===== src/rtl/gpio_ctrl_pkg.sv =====
package gpio_ctrl_pkg;

    typedef enum logic [1:0] {
        PM_RESIST   = 2'b00,
        PM_PUSHPULL = 2'b01,
        PM_OPEN     = 2'b10,
        PM_OPEN_RSV = 2'b11
    } pin_mode_e;

    typedef enum logic [1:0] {
        RK_DATA  = 2'b00,
        RK_MODE  = 2'b01,
        RK_IRQEN = 2'b10,
        RK_NONE  = 2'b11
    } reg_kind_e;

endpackage


===== src/rtl/gpio_port_regs.sv =====
module gpio_port_regs
    import gpio_ctrl_pkg::*;
#(
    parameter int PORT_W = 8
) (
    input  logic              clk,
    input  logic              rst_n,
    input  logic              wr_hit,
    input  logic [1:0]        wr_kind,
    input  logic [PORT_W-1:0] wr_data,
    output logic [PORT_W-1:0] data_o,
    output logic [1:0]        mode_o,
    output logic [PORT_W-1:0] ie_o
);

    typedef struct packed {
        logic [PORT_W-1:0] data;
        logic [1:0]        mode;
        logic [PORT_W-1:0] ie;
    } port_state_t;

    port_state_t st_d, st_q;

    always_comb begin
        st_d = st_q;
        if (wr_hit) begin
            case (wr_kind)
                RK_DATA:  st_d.data = wr_data;
                RK_MODE:  st_d.mode = wr_data[1:0];
                RK_IRQEN: st_d.ie   = wr_data;
                default:  st_d      = st_q;
            endcase
        end
    end

    always_ff @(posedge clk or negedge rst_n) begin
        if (!rst_n) begin
            st_q.data <= '1;
            st_q.mode <= PM_RESIST;
            st_q.ie   <= '0;
        end else begin
            st_q <= st_d;
        end
    end

    assign data_o = st_q.data;
    assign mode_o = st_q.mode;
    assign ie_o   = st_q.ie;


    data_wr_chk: assert property (@(posedge clk) disable iff (!rst_n)
        (wr_hit && wr_kind == RK_DATA) |=> (data_o == $past(wr_data)));


    mode_hold_chk: assert property (@(posedge clk) disable iff (!rst_n)
        !(wr_hit && wr_kind == RK_MODE) |=> $stable(mode_o));


    none_kind_chk: assert property (@(posedge clk) disable iff (!rst_n)
        (wr_hit && wr_kind == RK_NONE) |=> ($stable(data_o) && $stable(ie_o)));

endmodule


===== src/rtl/gpio_pad_decode.sv =====
module gpio_pad_decode
    import gpio_ctrl_pkg::*;
#(
    parameter int PORT_W = 8
) (
    input  logic [1:0]        mode_i,
    input  logic [PORT_W-1:0] data_i,
    output logic [PORT_W-1:0] pu_o,
    output logic [PORT_W-1:0] sink_o,
    output logic [PORT_W-1:0] drive_o
);

    logic is_resist;
    logic is_pushpull;

    always_comb begin
        is_resist   = (mode_i == PM_RESIST);
        is_pushpull = (mode_i == PM_PUSHPULL);
        for (int i = 0; i < PORT_W; i++) begin
            pu_o[i]    = is_resist   &  data_i[i];
            drive_o[i] = is_pushpull &  data_i[i];
            sink_o[i]  = ~data_i[i];
        end
    end

endmodule


===== src/rtl/gpio_input_sync.sv =====
module gpio_input_sync #(
    parameter int PORT_W = 8
) (
    input  logic              clk,
    input  logic              rst_n,
    input  logic [PORT_W-1:0] pad_i,
    input  logic [PORT_W-1:0] ie_i,
    output logic [PORT_W-1:0] level_o,
    output logic [PORT_W-1:0] irq_o
);

    typedef struct packed {
        logic [PORT_W-1:0] s1;
        logic [PORT_W-1:0] s2;
        logic [PORT_W-1:0] prev;
    } sync_state_t;

    sync_state_t sy_d, sy_q;

    always_comb begin
        sy_d      = sy_q;
        sy_d.s1   = pad_i;
        sy_d.s2   = sy_q.s1;
        sy_d.prev = sy_q.s2;
    end

    always_ff @(posedge clk or negedge rst_n) begin
        if (!rst_n) begin
            sy_q <= '1;
        end else begin
            sy_q <= sy_d;
        end
    end

    assign level_o = sy_q.s2;
    assign irq_o   = sy_q.s2 & ~sy_q.prev & ie_i;


    irq_pulse_chk: assert property (@(posedge clk) disable iff (!rst_n)
        ((irq_o & $past(irq_o)) == '0));


    irq_gate_chk: assert property (@(posedge clk) disable iff (!rst_n)
        ((irq_o & ~ie_i) == '0));

endmodule


===== src/rtl/gpio_port_ctrl.sv =====
module gpio_port_ctrl
    import gpio_ctrl_pkg::*;
#(
    parameter int NUM_PORTS = 3,
    parameter int PORT_W    = 8,
    localparam int PSEL_W   = (NUM_PORTS > 1) ? $clog2(NUM_PORTS) : 1,
    localparam int ADDR_W   = PSEL_W + 2,
    localparam int PIN_N    = NUM_PORTS * PORT_W
) (
    input  logic              clk,
    input  logic              rst_n,
    input  logic              wr_en,
    input  logic [ADDR_W-1:0] wr_addr,
    input  logic [PORT_W-1:0] wr_data,
    input  logic [ADDR_W-1:0] rd_addr,
    output logic [PORT_W-1:0] rd_data,
    input  logic [PIN_N-1:0]  pad_in,
    output logic [PIN_N-1:0]  pu_en,
    output logic [PIN_N-1:0]  sink_en,
    output logic [PIN_N-1:0]  drive_en,
    output logic [PIN_N-1:0]  irq_req
);

    logic [PORT_W-1:0] data_w  [NUM_PORTS];
    logic [1:0]        mode_w  [NUM_PORTS];
    logic [PORT_W-1:0] ie_w    [NUM_PORTS];
    logic [PORT_W-1:0] level_w [NUM_PORTS];

    for (genvar p = 0; p < NUM_PORTS; p++) begin : g_port
        logic hit;
        assign hit = wr_en && (wr_addr[ADDR_W-1:2] == PSEL_W'(p));

        gpio_port_regs #(.PORT_W(PORT_W)) regs_i (
            .clk     (clk),
            .rst_n   (rst_n),
            .wr_hit  (hit),
            .wr_kind (wr_addr[1:0]),
            .wr_data (wr_data),
            .data_o  (data_w[p]),
            .mode_o  (mode_w[p]),
            .ie_o    (ie_w[p])
        );

        gpio_pad_decode #(.PORT_W(PORT_W)) dec_i (
            .mode_i  (mode_w[p]),
            .data_i  (data_w[p]),
            .pu_o    (pu_en[p*PORT_W +: PORT_W]),
            .sink_o  (sink_en[p*PORT_W +: PORT_W]),
            .drive_o (drive_en[p*PORT_W +: PORT_W])
        );

        gpio_input_sync #(.PORT_W(PORT_W)) sync_i (
            .clk     (clk),
            .rst_n   (rst_n),
            .pad_i   (pad_in[p*PORT_W +: PORT_W]),
            .ie_i    (ie_w[p]),
            .level_o (level_w[p]),
            .irq_o   (irq_req[p*PORT_W +: PORT_W])
        );
    end

    always_comb begin
        rd_data = '0;
        for (int p = 0; p < NUM_PORTS; p++) begin
            if (rd_addr[ADDR_W-1:2] == PSEL_W'(p)) begin
                case (rd_addr[1:0])
                    RK_DATA:  rd_data = level_w[p];
                    RK_MODE:  rd_data = PORT_W'(mode_w[p]);
                    RK_IRQEN: rd_data = ie_w[p];
                    default:  rd_data = '0;
                endcase
            end
        end
    end


    drive_pu_excl_chk: assert property (@(posedge clk) disable iff (!rst_n)
        ((pu_en & drive_en) == '0));


    sink_excl_chk: assert property (@(posedge clk) disable iff (!rst_n)
        (((pu_en | drive_en) & sink_en) == '0));

endmodule


===== config.mk =====
export PLATFORM = sky130hd
export DESIGN_NAME = gpio_port_ctrl
export DESIGN_NICKNAME = d
export VERILOG_FILES = /design/src/rtl/gpio_ctrl_pkg.sv /design/src/rtl/gpio_port_regs.sv /design/src/rtl/gpio_pad_decode.sv /design/src/rtl/gpio_input_sync.sv /design/src/rtl/gpio_port_ctrl.sv
export SDC_FILE = /design/constraint.sdc
export NUM_CORES = 1
export LEC_CHECK = 0
export ABC_CLOCK_PERIOD_IN_PS = 3350
export BUFFER_PORTS_ARGS = -buffer_cell sky130_fd_sc_hd__buf_2
export CAP_MARGIN = 30
export CORE_UTILIZATION = 56
export CTS_CLUSTER_SIZE = 16
export DETAILED_ROUTE_END_ITERATION = 8
export PLACE_DENSITY = 0.82
export SLEW_MARGIN = 20
export SYNTH_ARGS = -nofsm -noshare
export SYNTH_HDL_FRONTEND = slang
export SYNTH_SLANG_ARGS = --single-unit

===== constraint.sdc =====
create_clock -name clk -period 3.35 [get_ports clk]
set_clock_uncertainty 0.2 [all_clocks]
set_input_delay 0.335 -clock clk [delete_from_list [all_inputs] [get_ports clk]]
set_output_delay 0.335 -clock clk [all_outputs]
set_load 0.01 [all_outputs]

==> run_results.csv, run 1 <==
group,metric,value,unit
setup_path,cp_data_required_time,2.81,ns
flow_run,maxCapViolCount,0,
synthesis,ys_warn_count,0,
pwr,seq_power_share,42.2,%
status,violations,"DRC",
sta,worstMarginPinSlew,0.561,ns
setup_path,startpoint,"g_port[2].regs_i.mode_o[0]",
synthesis,synth.distinct_cells,31,
route,vias,3783,
setup_path,critPathLaunchType,"flop",
min_path,hp-class,"primary input to flop",
cts,cts-resized-gates,0,
synthesis,yosys.area_share.simple,15.3,%
route,route.detailed.drc,12,
setup_path,slowest_stage,"dfrtp_1",
route,ant_nets,0,
min_path,holdPathStages,2,
grt,grt_max_degree,58,
cts,clk_pin_slew_worst_paths,0.06,ns
synthesis,synth.top_cell.area_share,48.9,%
sta,drv_slew,0,
setup_path,slowest_delay,0.57,ns
pwr,powerDensity,683,mW/mm^2
floorplanning,start_util,58.5,%
route,wl,12.5,mm
floorplanning,coreArea,0.00881,sq mm
setup_path,cp_max_fo,11,
grt,grt_pass1_wl,19.9,mm
sta,slew_headroom,62.6,%
synthesis,yosys-top-cells-area,"dfstp_2, dfrtp_1, mux2_2",
synthesis,synth_fa_ha_area_share,0,%
sta,rsz0062_at_grt,"no",
grt,antenna_found_initial,0,
pwr,power_frac_comb,17.2,%
synthesis,ys_ff_latch,126,
setup_path,rr_worst_depth,1,
synthesis,synth_commonest_cells,"dfstp_2, mux2_2, dfrtp_1, nor2_1, nand2_1",
floorplanning,die_h,97.9,um
synthesis,synth-edff-count,0,
finish,drive_above_1_share,57.3,%
sta,min_period_over_period,71.7,%
cts,cts-buffers-inserted,17,
cts,clock-sinks,126,
synthesis,syn_area,0.00515,sq mm
setup_path,crit_arrival,1.87,ns
finish,antennaDiodeCount,0,
placement,portBuffers,146,
sta,fin_tns_setup,0,ns
synthesis,synthXorXnorAreaFrac,0,%
setup_path,worstPathCellList,"nor2b_1 -> and2_1 -> buf_2",
grt,grt_pass1_vias,3897,
floorplanning,io-pin-count,147,
pwr,pwr-share-clk,40.6,%
setup_path,cp-endpoint,"drive_en[20]",
cts,cts_buffer_depth,2,
synthesis,synthMuxAreaShare,15.2,%
sta,max_freq,416,MHz
setup_path,r2r-start,"g_port[2].regs_i.mode_o[1]",
pwr,p_total,4.73,mW
sta,finalSetupViolCount,0,
floorplanning,num_rows,34,
pwr,power.internal,3.46,mW
synthesis,synth_top_family_by_area,"simple AND/OR/NAND/NOR gates",
synthesis,synth_top_area_cell,"dfstp_2",
synthesis,async_reset_ff_share,100,%
route,post_drt_wl_per_cell,17.9,um
synthesis,syn_nets,440,
pwr,switching_share,26.9,%
sta,hold_viol_final,0,
grt,grt.total_usage,27.9,%
synthesis,seq_area_frac_synth,63.5,%
synthesis,synth_cells,397,
sta,timing.final.crit_period,2.40,ns
grt,overflow,0,
route,first_iter_violations,240,
status,status,"finished, violations left",
cts,root_buffer,"clkbuf_8",
placement,gp_congestion,0.792,
sta,holdWs,0.0276,ns
floorplanning,die_w,97.9,um
cts,clk_latency,0.52,ns
synthesis,synth-main-ff-cell,"dfstp_2",
setup_path,r2r-end,"g_port[2].regs_i.mode_o[1]",
setup_path,critPathKind,"flop to primary output",
cts,cts_tree,"yes",
pwr,p_leak,3.27,nW
setup_path,rrSetupSlack,2.18,ns
pwr,p_sw,1.27,mW
floorplanning,die-area,0.00959,sq mm
route,drt-pass1-iter-count,9,
setup_path,endpoint_kind,"primary output",
route,viasPerCell,5.40,
placement,dpl.hpwl,7.63,mm
finish,finalNetCount,622,
synthesis,syn_avg_cell_area,13.0,sq um
pwr,ir_worst_vdd,0.000415,V
synthesis,yosysMostFrequentCell,"dfstp_2",
synthesis,synth_compound_area_share,3.06,%
finish,area_growth,34.3,%
cts,htreeDepth,4,
-- placed cells by master, fill, tap and decap left out, types with 9 or more instances in the layout --
cell type      count
nor2_1            30
nand3b_1          11
dlygate4sd3_1     29
nor3_1            26
mux2_2            46
clkbuf_16         16
mux2i_1           10
and2_1            24
buf_2            145
dfstp_2           96
dfrtp_1           30
inv_1             24
nand2_1           28
nor2b_1            9
-- sequential cells by signal, indices dropped and copies added, names as in the netlist --
name and flops:
g_port.regs_i.mode_o 6, g_port.regs_i.data_o 24, g_port.sync_i.level_o 24, g_port.sync_i.sy_q 24, g_port.sync_i.sy_d 24, g_port.regs_i.ie_o 24
-- what timing repair did --
action | CTS | global route
endpoints found under the setup margin | 0 | 0
hold endpoints to repair | 94 | 0
hold buffers | 29 | 0
setup buffers | 0 | 0
-- kinds of logic after synthesis --
kind of cell	after synthesis
muxes	66
DFF	126
and+or+nand+nor	145
buffers and inverters	38
AOI/OAI and AO/OA	22
-- per-stage QoR --
| step | instance area (sq um) | util, % | std cells | setup slack (ns) |
|---|---|---|---|---|
| after floorplan | 5150 | - | 397 | 1.58 |
| after global placement | 5980 | 67.9 | 638 | 1.19 |
| after detailed placement | 6010 | 68.2 | 639 | 1.16 |
| after CTS | 6930 | 78.6 | 700 | 0.941 |
| after global routing | 6930 | 78.6 | 700 | 0.832 |
| final | 6930 | 78.6 | 700 | 0.949 |
-- worst min path at each step --
stage                                              to  slack (ns)                 startpoint
final                        g_port[0].regs_i.ie_o[3]        0.03                 wr_data[3]
after global routing       g_port[2].regs_i.data_o[5]        0.01                 wr_data[5]
after CTS                    g_port[0].regs_i.ie_o[3]        0.01                 wr_data[3]
after detailed placement     g_port[0].regs_i.ie_o[3]        0.08                      rst_n
after global placement    g_port[2].sync_i.level_o[3]        0.15  g_port[2].sync_i.sy_d[11]
after floorplan              g_port[0].regs_i.ie_o[0]       -0.16                      rst_n
-- layout make-up --
type / count / area [sq um]
sequential: 126 / 3270
clock buffer: 19 / 442
inverter: 24 / 90.1
fill: 509 / 1880
tap: 108 / 135
clock inverter: 13 / 185
timing repair buffer: 177 / 1070
multi-input combinational: 233 / 1730
-- routing by layer --
layer	global-route usage, %	part of all wire (%)
met1	34.3	40
met2	46.4	51
met3	7.37	6.2
met4	12.8	2.9
met5	0	0
-- power by group through the flow --
stage / Sequential (mW) / Combinational [mW] / Clock, mW
global route: 2.03 / 0.882 / 2.01
CTS: 1.99 / 0.809 / 1.93
global placement: 1.99 / 0.741 / 0
floorplan: 1.91 / 0.507 / 0
finish: 2.00 / 0.812 / 1.92
detailed placement: 2.01 / 0.772 / 0
-- critical path: cells and delay by family, from the launching register on --
kind	cells	cell delay [ns]
flip-flops	1	0.57
buffers and inverters	1	0.13
AND/OR/NAND/NOR	2	0.64
(Power assumes the default switching activity.)
==> run 2: changes to the inputs <==
- ABC_CLOCK_PERIOD_IN_PS: 3350 -> 2450
- CORE_UTILIZATION: 56 -> 52
- PLACE_DENSITY: 0.82 -> 0.77
- clock period: 3.35 -> 2.45 ns (I/O delays scaled with it)
==> run_results.csv, run 2 (same netlist as run 1, synthesis figures left out) <==
group,metric,value,unit
status,status,"complete, no violations",
setup_path,slowest_stage,"dfstp_2",
placement,gp_congestion,0.867,
grt,grt_max_degree,127,
sta,slew_headroom,59.7,%
cts,cts-resized-gates,0,
setup_path,crit_arrival,1.86,ns
setup_path,rr_worst_depth,1,
floorplanning,num_rows,35,
finish,fillers,629,
cts,clock-sinks,126,
finish,area_growth,34.8,%
cts,postCtsHoldBufs,33,
setup_path,slowest_delay,0.55,ns
sta,rsz0062_at_grt,"no",
setup_path,cp_max_fo,3,
grt,grt_pass1_vias,3735,
flow_run,maxCapViolCount,0,
setup_path,cp_data_required_time,2.01,ns
placement,dpl.hpwl,7.79,mm
cts,cts_tree,"yes",
min_path,hp-class,"primary input to flop",
finish,antennaDiodeCount,0,
min_path,holdPathStages,3,
route,route.detailed.drc,0,
setup_path,critPathKind,"flop to primary output",
setup_path,worstPathCellList,"mux2i_1 -> o311ai_0 -> and4_1 -> buf_2",
min_path,hold_start,"wr_addr[2]",
floorplanning,die_w,102,um
finish,final_common_cell,"buf_2",
sta,min_period_over_period,93.9,%
pwr,p_total,6.35,mW
setup_path,endpoint_kind,"primary output",
sta,worstMarginPinSlew,0.604,ns
finish,instances_no_fill,724,
route,vias,3694,
setup_path,r2r-start,"g_port[0].regs_i.mode_o[1]",
finish,drive_above_1_share,56.8,%
finish,finalNetCount,625,
cts,cts_buffer_depth,2,
sta,hold_viol_final,0,
floorplanning,start_util,54.8,%
cts,post_cts_buffers,0,
setup_path,r2r-end,"g_port[0].regs_i.mode_o[1]",
route,viasPerCell,5.10,
min_path,worstHoldEndpoint,"g_port[0].regs_i.mode_o[0]",
cts,htreeDepth,4,
cts,clk_latency,0.50,ns
pwr,ir_worst_vdd,0.000746,V
sta,drv_slew,0,
pwr,p_leak,3.25,nW
floorplanning,die-area,0.0103,sq mm
finish,utilization,73.8,%
sta,finalSetupViolCount,0,
sta,timing.final.crit_period,2.30,ns
sta,fin_tns_setup,0,ns
setup_path,critPathLaunchType,"flop",
grt,overflow,0,
route,ant_nets,0,
placement,dpl.cell_count,659,
route,first_iter_violations,178,
floorplanning,coreArea,0.00942,sq mm
grt,grt.total_usage,24.6,%
placement,portBuffers,146,
route,post_drt_wl_per_cell,16.4,um
grt,grt_pass1_wl,18.7,mm
finish,mostFrequentLayoutCells,"buf_2, dfstp_2, mux2_2, dlygate4sd3_1",
cts,cts-buffers-inserted,17,
cts,clk_pin_slew_worst_paths,0.06,ns
grt,antenna_found_initial,0,
pwr,powerDensity,914,mW/mm^2
floorplanning,io-pin-count,147,
cts,root_buffer,"clkbuf_8",
sta,max_freq,435,MHz
route,wl,11.8,mm
route,drt-pass1-iter-count,4,
setup_path,rrSetupSlack,1.27,ns
floorplanning,die_h,102,um
-- run 2: cell count changes in the layout (fill, tap and decap cells not counted), sizes merged --
cell / delta
bufinv: -1
clkinv: -2
clkbuf: -1
clkinvlp: +2
inv: +2
dlygate4sd3: +4
buf: -1
-- run 2: critical path, delay by kind of cell (launching register included) --
kind | cells | cell delay [ns]
DFF | 1 | 0.55
buffers and inverters | 1 | 0.14
AOI/OAI and AO/OA | 1 | 0.33
and+or+nand+nor | 1 | 0.27
muxes | 1 | 0.07
-- run 2: metrics by stage --
stage	setup WS [ns]	hold WS [ns]	area (sq um)
final	0.149	0.0489	6950
after global routing	0.00531	0.0541	6950
after CTS	0.138	0.0284	6950
after detailed placement	0.405	0.147	6010
after global placement	0.448	0.146	6010
after floorplan	0.859	-0.251	5150
-- run 2: how the worst max path moves through the flow --
| stage | cells past startpoint | start | endpoint |
|---|---|---|---|
| 4_1_cts | 4 | g_port[1].sync_i.level_o[0] | rd_data[0] |
| 2_1_floorplan | 5 | rd_addr[1] | rd_data[0] |
| 3_3_place_gp | 5 | rd_addr[1] | rd_data[4] |
| 5_1_grt | 4 | g_port[1].sync_i.level_o[1] | rd_data[1] |
| 6_report | 4 | g_port[1].sync_i.level_o[0] | rd_data[0] |
| 3_5_place_dp | 5 | rd_addr[1] | rd_data[6] |
-- run 2: layout make-up --
cell class	count	area, sq um	share of cell area, %
Sequential cell	126	3270	47.1
Multi-Input combinational cell	233	1730	24.9
Timing Repair Buffer	180	1080	15.6
Clock buffer	18	428	6.16
Clock inverter	14	183	2.63
Tap cell	129	161	2.32
Inverter	24	90.1	1.30
-- run 2: report_power, final --
part           switching [mW]  total (mW)  internal (mW)
clock network           0.935        2.53           1.59
registers               0.254        2.72           2.47
logic                   0.550        1.10          0.549
-- run 2: routing by layer --
layer | part of all wire (%) | vias to the layer above | global-route usage, %
met1 | 42 | 1835 | 30.8
met4 | 1.7 | 0 | 10.3
met2 | 51 | 129 | 41.2
li1 | - | 1713 | -
met5 | 0 | - | 0
met3 | 4.9 | 17 | 5.87
==> run 3: changes to the inputs <==
- ABC_AREA: not set -> 1
- CORE_UTILIZATION: 52 -> 51
- PLACE_DENSITY: 0.77 -> 0.76
==> run_results.csv, run 3 <==
group,metric,value,unit
status,status,"complete, no violations",
setup_path,startpoint,"wr_en",
cts,clock-sinks,126,
sta,drv_slew,0,
synthesis,yosys-top-cells-area,"dfstp_2, dfrtp_1, nand2_1",
cts,clk_latency,0.52,ns
sta,worstMarginPinSlew,0.432,ns
sta,slew_headroom,71.2,%
route,ant_nets,0,
finish,utilization,74.5,%
sta,max_freq,418,MHz
floorplanning,coreArea,0.00942,sq mm
finish,mostFrequentLayoutCells,"nand2_1, buf_2, dfstp_2, nor2_1, inv_1",
cts,cts_buffer_depth,2,
setup_path,cp_data_required_time,2.70,ns
synthesis,synth_cells,534,
grt,antenna_found_initial,0,
grt,grt_pass1_wl,20.5,mm
route,drt-pass1-iter-count,5,
route,wl,13.3,mm
route,route.detailed.drc,0,
route,viasPerCell,4.99,
synthesis,synth.top_cell.area_share,49.8,%
synthesis,synth-main-ff-cell,"dfstp_2",
finish,area_growth,38.6,%
synthesis,synth_top_area_cell,"dfstp_2",
cts,htreeDepth,4,
grt,overflow,0,
synthesis,yosysMostFrequentCell,"nand2_1",
placement,dpl.hpwl,8.43,mm
pwr,powerDensity,926,mW/mm^2
setup_path,critPathLaunchType,"primary input",
sta,fin_tns_setup,0,ns
route,post_drt_wl_per_cell,15.2,um
floorplanning,die_w,102,um
sta,min_period_over_period,97.5,%
pwr,ir_worst_vdd,0.000593,V
cts,root_buffer,"clkbuf_8",
floorplanning,start_util,53.8,%
setup_path,crit_arrival,2.64,ns
synthesis,syn_nets,577,
synthesis,yosys.area_share.simple,23.9,%
floorplanning,die-area,0.0103,sq mm
setup_path,cp_max_fo,10,
grt,grt.total_usage,27.3,%
finish,drive_above_1_share,40.5,%
grt,grt_pass1_vias,4202,
finish,final_common_cell,"nand2_1",
synthesis,ys_ff_latch,126,
sta,finalSetupViolCount,0,
synthesis,synthXorXnorAreaFrac,0,%
placement,portBuffers,146,
sta,timing.final.crit_period,2.39,ns
synthesis,synth_commonest_cells,"nand2_1, dfstp_2, nor2_1",
setup_path,r2r-start,"g_port[2].regs_i.mode_o[0]",
route,vias,4375,
synthesis,synthMuxAreaShare,0,%
synthesis,synth.distinct_cells,20,
sta,rsz0062_at_grt,"no",
cts,cts_tree,"yes",
floorplanning,num_rows,35,
route,first_iter_violations,262,
floorplanning,die_h,102,um
sta,hold_viol_final,0,
synthesis,synth_compound_area_share,5.93,%
finish,finalNetCount,776,
finish,fillers,634,
setup_path,critPathKind,"primary input to flop",
synthesis,seq_area_frac_synth,64.7,%
synthesis,syn_area,0.00506,sq mm
synthesis,synth_top_family_by_area,"simple AND/OR/NAND/NOR gates",
setup_path,endpoint_kind,"flop",
placement,gp_congestion,0.860,
synthesis,syn_avg_cell_area,9.48,sq um
min_path,hp-class,"primary input to asynchronous set/reset pin",
grt,grt_max_degree,65,
pwr,p_leak,3.50,nW
synthesis,synth-edff-count,0,
synthesis,synth_fa_ha_area_share,0,%
cts,cts-buffers-inserted,17,
cts,post_cts_buffers,0,
floorplanning,io-pin-count,147,
synthesis,async_reset_ff_share,100,%
synthesis,ys_warn_count,0,
cts,clk_pin_slew_worst_paths,0.06,ns
flow_run,maxCapViolCount,0,
run 3: report_power, final:
part           internal, mW  switching [mW]
registers              2.43           0.179
logic                 0.413           0.632
clock network          1.92           0.919
total                  4.77            1.73
run 3: critical path, cell delays in order:
cell and delay (ns):
dlygate4sd3_1 0.52, buf_2 0.16, inv_1 0.08, nor2_4 0.12, nand2_4 0.13, nor2_4 0.12, nand2_1 0.05, dlygate4sd3_1 0.54
o21ai_0 0.07, dlygate4sd3_1 0.58
run 3: cell families after synthesis:
group / after synthesis
flip-flops: 126
AO/OA/AOI/OAI: 54
buffers and inverters: 58
AND/OR/NAND/NOR: 296
run 3: repair_timing:
item                                   in CTS  in global routing
hold buffers                               42                  0
setup endpoints to repair                   0                  2
endpoints found under the hold margin     121                  0
gates resized for setup                     0                  5
run 3: worst paths after layout:
path / to / slack [ns] / cells past startpoint
max in group asynchronous: g_port[2].sync_i.level_o[5] / 1.27 / 3
min in group clk: g_port[1].regs_i.data_o[6] / 0.05 / 4
hold reg to reg: g_port[0].sync_i.level_o[7] / 0.15 / 0
hold / removal: g_port[2].regs_i.ie_o[2] / 0.02 / 2
setup / recovery: g_port[2].regs_i.mode_o[0] / 0.06 / 10
setup reg to reg: g_port[2].regs_i.mode_o[0] / 0.98 / 3
run 3: routing by layer:
layer	share of wire (%)	track usage (%)
met1	41	34.2
met2	50	44.1
met3	6.4	8.21
met4	2.9	12.3
met5	0	0
run 3: metrics by stage:
step | std cells | power (mW) | setup slack, ns | instance area [sq um] | hold slack [ns]
floorplan | 534 | 3.15 | 1.00 | 5060 | -0.251
global placement | 801 | 3.56 | 0.689 | 5900 | 0.0117
detailed placement | 801 | 3.60 | 0.651 | 5900 | 0.0161
CTS | 875 | 6.51 | 0.00451 | 6990 | 0.0179
global route | 875 | 6.77 | 0.0118 | 7010 | 0.0491
finish | 876 | 6.50 | 0.0605 | 7020 | 0.0164
run 3: cell type report:
class | count | area, sq um | area share [%]
Sequential cell | 126 | 3270 | 46.6
Multi-Input combinational cell | 350 | 1530 | 21.8
Timing Repair Buffer | 193 | 1200 | 17.2
Clock buffer | 19 | 443 | 6.31
Clock inverter | 13 | 231 | 3.30
Inverter | 45 | 169 | 2.41
Tap cell | 129 | 161 | 2.30
Antenna cell | 1 | 2.50 | 0.0357
